### config.mk
export PLATFORM = sky130hd
export DESIGN_NAME = dual_cmp_timer
export DESIGN_NICKNAME = d
export VERILOG_FILES = /design/src/rtl/dct_pkg.sv /design/src/rtl/dct_ctrl.sv /design/src/rtl/dct_datapath.sv /design/src/rtl/dual_cmp_timer.sv
export SDC_FILE = /design/constraint.sdc
export NUM_CORES = 1
export LEC_CHECK = 0
export ABC_AREA = 1
export BUFFER_PORTS_ARGS = -buffer_cell sky130_fd_sc_hd__buf_2
export CORE_MARGIN = 3
export CORE_UTILIZATION = 45
export CTS_CLUSTER_DIAMETER = 60
export DETAILED_ROUTE_END_ITERATION = 10
export HOLD_SLACK_MARGIN = 0.05
export SKIP_CTS_REPAIR_TIMING = 1
export SLEW_MARGIN = 20
export SYNTH_ARGS = -nofsm -noshare
export SYNTH_HDL_FRONTEND = slang
export SYNTH_HIERARCHICAL = 1
export SYNTH_SLANG_ARGS = --single-unit
### constraint.sdc
create_clock -name clk -period 2.1 [get_ports clk]
set_clock_uncertainty 0.05 [all_clocks]
set_input_delay 0.21 -clock clk [delete_from_list [all_inputs] [get_ports clk]]
set_output_delay 0.21 -clock clk [all_outputs]
set_load 0.05 [all_outputs]
### src/rtl/dct_pkg.sv
package dct_pkg;

  typedef enum logic [1:0] {
    CNT_FREE = 2'd0,
    CNT_MOD  = 2'd1,
    CNT_DOWN = 2'd2,
    CNT_UPDN = 2'd3
  } cntMode_e;

  localparam logic [2:0] PIN_SET      = 3'd0;
  localparam logic [2:0] PIN_CLR      = 3'd1;
  localparam logic [2:0] PIN_TGL      = 3'd2;
  localparam logic [2:0] PIN_SET_ZCLR = 3'd3;
  localparam logic [2:0] PIN_CLR_ZSET = 3'd4;

  localparam logic [2:0] ADR_CTRL = 3'd0;
  localparam logic [2:0] ADR_CMP0 = 3'd1;
  localparam logic [2:0] ADR_CMP1 = 3'd2;
  localparam logic [2:0] ADR_PM0  = 3'd3;
  localparam logic [2:0] ADR_PM1  = 3'd4;

  localparam int CTL_RUN_BIT = 2;
  localparam int CTL_CLR_BIT = 3;

  typedef struct packed {
    logic     run;
    logic     clr;
    cntMode_e mode;
  } ctrlStrobe_t;

endpackage

### src/rtl/dct_ctrl.sv
module dct_ctrl
  import dct_pkg::*;
#(
  parameter int W = 8
) (
  input  logic                  clk,
  input  logic                  rstN,
  input  logic                  wrEn,
  input  logic [2:0]            wrAddr,
  input  logic [W-1:0]          wrData,
  output ctrlStrobe_t           strobe,
  output logic [W-1:0]          cmp0Pend,
  output logic [W-1:0]          cmp1Val,
  output logic [1:0][2:0]       pinMode
);

  logic     runQ;
  cntMode_e modeQ;
  logic     unusedData;

  assign unusedData = ^wrData;

  // R12 register decode
  always_ff @(posedge clk) begin
    if (!rstN) begin
      runQ     <= 1'b0;
      modeQ    <= CNT_FREE;
      cmp0Pend <= '0;
      cmp1Val  <= '0;
      pinMode  <= '0;
    end else if (wrEn) begin
      case (wrAddr)
        ADR_CTRL: begin
          runQ  <= wrData[CTL_RUN_BIT];
          modeQ <= cntMode_e'(wrData[1:0]);
        end
        ADR_CMP0: cmp0Pend   <= wrData;
        ADR_CMP1: cmp1Val    <= wrData;
        ADR_PM0:  pinMode[0] <= wrData[2:0];
        ADR_PM1:  pinMode[1] <= wrData[2:0];
        default: ;
      endcase
    end
  end

  // clear acts at the write edge itself
  always_comb begin
    strobe.run  = runQ;
    strobe.mode = modeQ;
    strobe.clr  = wrEn && (wrAddr == ADR_CTRL) && wrData[CTL_CLR_BIT];
  end

endmodule

### src/rtl/dct_datapath.sv
module dct_datapath
  import dct_pkg::*;
#(
  parameter int W = 8
) (
  input  logic                  clk,
  input  logic                  rstN,
  input  ctrlStrobe_t           strobe,
  input  logic [W-1:0]          cmp0Pend,
  input  logic [W-1:0]          cmp1Val,
  input  logic [1:0][2:0]       pinMode,
  output logic [W-1:0]          count,
  output logic [1:0]            pinOut,
  output logic [1:0]            chEvent,
  output logic                  tcEvent
);

  localparam int            NCH  = 2;
  localparam logic [W-1:0]  CMAX = {W{1'b1}};
  localparam logic [W-1:0]  ONE  = {{(W-1){1'b0}}, 1'b1};

  logic [W-1:0]           cntQ, cntNext, cmp0Act;
  logic                   dirUpQ, dirNext, tcRaw, atZero;
  logic [NCH-1:0][W-1:0]  cmpVal;
  logic [NCH-1:0]         hit;
  logic                   pinQ [NCH];
  logic                   evQ  [NCH];

  assign atZero    = (cntQ == '0);
  assign cmpVal[0] = cmp0Act;
  assign cmpVal[1] = cmp1Val;

  // Counter next state per mode
  always_comb begin
    cntNext = cntQ;
    dirNext = dirUpQ;
    tcRaw   = 1'b0;
    case (strobe.mode)
      CNT_FREE: begin
        cntNext = cntQ + ONE;
        tcRaw   = (cntQ == CMAX);
      end
      CNT_MOD: begin
        tcRaw   = (cntQ >= cmp0Act);
        cntNext = tcRaw ? '0 : cntQ + ONE;
      end
      CNT_DOWN: begin
        tcRaw   = atZero;
        cntNext = atZero ? cmp0Pend : cntQ - ONE;
      end
      CNT_UPDN: begin
        tcRaw = atZero;
        if (atZero)                dirNext = 1'b1;
        else if (cntQ >= cmp0Act)  dirNext = 1'b0;
        if (atZero && cmp0Act == '0) cntNext = cntQ;
        else                         cntNext = dirNext ? cntQ + ONE : cntQ - ONE;
      end
      default: ;
    endcase
  end

  always_ff @(posedge clk) begin
    if (!rstN) begin
      cntQ    <= '0;
      dirUpQ  <= 1'b1;
      cmp0Act <= '0;
      tcQ     <= 1'b0;
    end else begin
      if (strobe.clr) begin
        cntQ   <= '0;
        dirUpQ <= 1'b1;
      end else if (strobe.run) begin
        cntQ   <= cntNext;
        dirUpQ <= dirNext;
      end
      if (atZero) cmp0Act <= cmp0Pend;   // shadow transfer
      tcQ <= strobe.run && tcRaw;
    end
  end

  logic tcQ;

  // Per-channel compare, pin action and event
  for (genvar ch = 0; ch < NCH; ch++) begin : gChan
    logic pinNext, evRaw;

    assign hit[ch] = (cntQ == cmpVal[ch]);

    if (ch == 0) begin : gEv0
      assign evRaw = (strobe.mode == CNT_UPDN) ? atZero : hit[ch];
    end else begin : gEvN
      assign evRaw = hit[ch];
    end

    always_comb begin
      pinNext = pinQ[ch];
      case (pinMode[ch])
        PIN_SET:      if (hit[ch]) pinNext = 1'b1;
        PIN_CLR:      if (hit[ch]) pinNext = 1'b0;
        PIN_TGL:      if (hit[ch]) pinNext = ~pinQ[ch];
        PIN_SET_ZCLR: if (hit[ch]) pinNext = 1'b1; else if (atZero) pinNext = 1'b0;
        PIN_CLR_ZSET: if (hit[ch]) pinNext = 1'b0; else if (atZero) pinNext = 1'b1;
        default: ;
      endcase
    end

    always_ff @(posedge clk) begin
      if (!rstN) begin
        pinQ[ch] <= 1'b0;
        evQ[ch]  <= 1'b0;
      end else begin
        if (strobe.run) pinQ[ch] <= pinNext;
        evQ[ch] <= strobe.run && evRaw;
      end
    end

    assign pinOut[ch]  = pinQ[ch];
    assign chEvent[ch] = evQ[ch];
  end

  assign count   = cntQ;
  assign tcEvent = tcQ;

endmodule

### src/rtl/dual_cmp_timer.sv
module dual_cmp_timer
  import dct_pkg::*;
#(
  parameter int W = 8
) (
  input  logic          clk,
  input  logic          rstN,
  input  logic          wrEn,
  input  logic [2:0]    wrAddr,
  input  logic [W-1:0]  wrData,
  output logic [W-1:0]  count,
  output logic [1:0]    pinOut,
  output logic [1:0]    chEvent,
  output logic          tcEvent
);

  ctrlStrobe_t      strobe;
  logic [W-1:0]     cmp0Pend, cmp1Val;
  logic [1:0][2:0]  pinMode;
  logic             runNow, clrNow;
  logic [1:0]       modeNow;

  assign runNow  = strobe.run;
  assign clrNow  = strobe.clr;
  assign modeNow = strobe.mode;

  dct_ctrl #(.W(W)) i_ctrl (
    .clk(clk), .rstN(rstN), .wrEn(wrEn), .wrAddr(wrAddr), .wrData(wrData),
    .strobe(strobe), .cmp0Pend(cmp0Pend), .cmp1Val(cmp1Val), .pinMode(pinMode)
  );

  dct_datapath #(.W(W)) i_datapath (
    .clk(clk), .rstN(rstN), .strobe(strobe), .cmp0Pend(cmp0Pend),
    .cmp1Val(cmp1Val), .pinMode(pinMode), .count(count), .pinOut(pinOut),
    .chEvent(chEvent), .tcEvent(tcEvent)
  );

endmodule

==> results by group <==
Run status
  • Status: completed

Logic synthesis
  • Async S/R FF share, synth: 0%
  • Syn Nets: 477
  • Seq cells post-synth: 47
  • Synth warn: 6
  • Synth cell types: 42
  • Area leader, netlist: dfxtp_1
  • Most frequent cells after synthesis: nand2_1 (93), nor2_1 (71), inv_1 (49)
  • Post-synth EDFFs: 2
  • Post-Synthesis Cells: 452
  • Area contributors post-synth: dfxtp_1 (29%), nand2_1 (11%), nor2_1 (8.6%), nand3_1 (7.0%), inv_1 (6.0%)
  • Syn Area/Cell: 6.83 µm²
  • Register area share after synthesis: 31.1%
  • Top cell type's share of synthesized area: 29.2%
  • Prevailing post-synth register cell: dfxtp_1
  • Cell area after synthesis: 3090 µm²
  • Top-count cell post-synth: nand2_1

STA
  • Final number of hold-violating endpoints: 0
  • Minimum clock period: 1970 ps
  • Part of the cycle the worst path needs: 93.6%
  • Setup-failing EPs final: 0
  • Least-Margin Pin Slew: 485 ps
  • Max Clk Rate: 509 MHz
  • Worst relative slew slack: 67.5%
  • Fin. max-slew vios: 0

Detailed routing
  • Via count: 2911
  • ANT nets after route: 0
  • WL final: 7800 µm
  • 1st-pass router iterations: 5
  • Wire per inst: 13.9 µm
  • Vias/cell: 5.21
  • Starting DRC count in detailed routing: 199
  • Drt drc: 0

GRT
  • Vias in the first global route: 2778
  • Tot GR Track Use: 21.7%
  • First-pass GRT wire length: 13100 µm
  • Antenna violations before repair: 0
  • Largest net degree at the start of global routing: 32
  • Gr ovfl total: 0

Clock network
  • Clock root buffer master: clkbuf_8
  • CTS tree: done
  • Total clock sinks: 47
  • Clock Pin Slew Worst Setup and Hold Paths: 90 ps
  • CTS max path bufs: 2
  • H-tree depth: 2
  • Clock Latency Late Sink: 300 ps
  • Num CTS Buffers: 5

Placement
  • GP Congestion: 0.938
  • Dpl hpwl: 6090 µm
  • Input/output buffers: 26
  • Placed cell areas: 3270 µm²
  • Placed Cells: 551

Die
  • DIE WIDTH: 88.8 µm
  • Die Area: 7890 µm²
  • # rows: 29
  • Core area: 6490 µm²
  • Die Ht: 88.8 µm
  • Io pins: 27
  • Starting density of the core: 47.5%

Worst setup path
  • Worst setup path class: reg2reg
  • WP data required: 2110 ps
  • Setup crit end kind: flip-flop
  • Worst-path fanout max: 9
  • Reg2Reg Depth: 9
  • Worst Path Arrival: 1980 ps
  • CP startpoint kind: flip-flop

Power and ir drop
  • Static Leak: 1.60 nW
  • Int Pwr: 1.36 mW
  • Max IR drop VDD: 0.000325 V
  • Logic pwr share: 27.1%
  • Sequential power share: 46.6%
  • PD cells: 612 nW/µm²
  • Net switching power: 716 µW
  • Clock share of power: 26.3%
  • Sw frac: 34.5%

Cells and area
  • Post-Layout Inst Area: 3390 µm²
  • Fill cell total of the finished layout: 670
  • Synth-to-Final Area Change: 9.72%
  • Cell Count, Final, Fillers Out: 559
  • Final nets: 506
  • ANT cells: 0
  • Layout cells sized above 1: 20.5%

Hold path
  • Worst Hold Class: in2reg
  • Worst hold stages: 5

Run
  • Max capacitance violation total: 0
[per-stage QoR]
stage	worst slack [ps]	util [%]	power [mW]	TNS (ps)	hold WS [ps]
6_report	135	52.2	2.07	0	182
5_1_grt	-15.1	52.2	2.21	-21.2	207
2_1_floorplan	33.7	-	1.40	0	284
3_3_place_gp	94.2	50.3	1.53	0	418
3_5_place_dp	90.7	50.3	1.52	0	415
4_1_cts	60.6	51.6	2.08	0	177
[critical path, stage by stage (launching register included)]
cell and delay (ps):
dfxtp_2 330, inv_2 80, ha_1 240, nand3_4 140, nor2_4 290, a21boi_0 130
o21ai_0 190, nand4_1 120, o211ai_1 90, inv_1 50
[area by class of cell]
cell class	instances	area (µm²)	area share (%)
clock buffer	6	72.6	2.14
clock inverter	2	12.5	0.369
inverter	61	245	7.24
multi-input combinational	328	1770	52.2
sequential	47	972	28.7
tap	77	96.3	2.84
timing repair buffer	38	220	6.50
[power groups by stage]
stage                     Combinational [mW]  Clock, mW  Sequential [mW]
after floorplan                        0.408          0            0.996
after global placement                 0.540          0            0.985
after detailed placement               0.539          0            0.986
after CTS                              0.541      0.571            0.965
after global routing                   0.633      0.611            0.970
final                                  0.563      0.546            0.966
[flip-flops by register name, indices dropped and copies added, names as in the netlist]
register	flops
i_ctrl/cmp0Pend	8
i_ctrl/cmp1Val	8
i_ctrl/modeQ	2
i_ctrl/pinMode	6
i_ctrl/runQ	1
i_datapath/cmp0Act	8
i_datapath/count	8
i_datapath/dirUpQ	1
i_datapath/evQ	2
i_datapath/pinQ	2
i_datapath/tcEvent	1
[layer usage]
layer,part of all wire (%),wire (µm),vias to the layer above,track usage [%]
met5,0,0,-,0
met1,46,3610,1300,28.6
li1,-,-,1513,-
met2,47,3670,84,35.6
met3,4.4,342,14,3.26
met4,2.3,178,0,8.52
[worst paths after layout]
path                                            start               endpoint  slack, ps
worst max-delay path              i_datapath/count[0]     i_datapath/pinQ[0]        130
worst max register to register    i_datapath/count[0]     i_datapath/pinQ[0]        130
worst min-delay path                        wrData[4]     i_ctrl/cmp0Pend[4]        180
worst min register to register  i_datapath/cmp0Act[3]  i_datapath/cmp0Act[3]        420
[cells in the final DEF (no fill, tap or decap), types with 7 or more instances in the layout]
| master | Yosys | final |
|---|---|---|
| ha_1 | 11 | 11 |
| inv_1 | 49 | 48 |
| a21oi_1 | 29 | 28 |
| nor2_1 | 71 | 68 |
| nand3_1 | 43 | 43 |
| dfxtp_1 | 45 | 36 |
| xnor2_1 | 8 | 8 |
| o21ai_1 | 10 | 10 |
| buf_2 | 1 | 26 |
| nand2_1 | 93 | 92 |
| xor2_1 | 7 | 7 |
| o21ai_0 | 11 | 11 |
| dfxtp_2 | 0 | 9 |
| buf_4 | 7 | 12 |
[logic make-up (layout without fill, tap and decap cells)]
family | Yosys count | after routing | synth area share, %
flip-flops | 47 | 47 | 31.1
adder cells (fa/ha/maj) | 11 | 11 | 4.46
buffers and inverters | 77 | 107 | 12.5
XOR/XNOR | 15 | 15 | 4.25
AND/OR/NAND/NOR | 241 | 241 | 36.5
AO/OA/AOI/OAI | 61 | 61 | 11.1
Note: power is estimated with default switching activity, not from simulation.
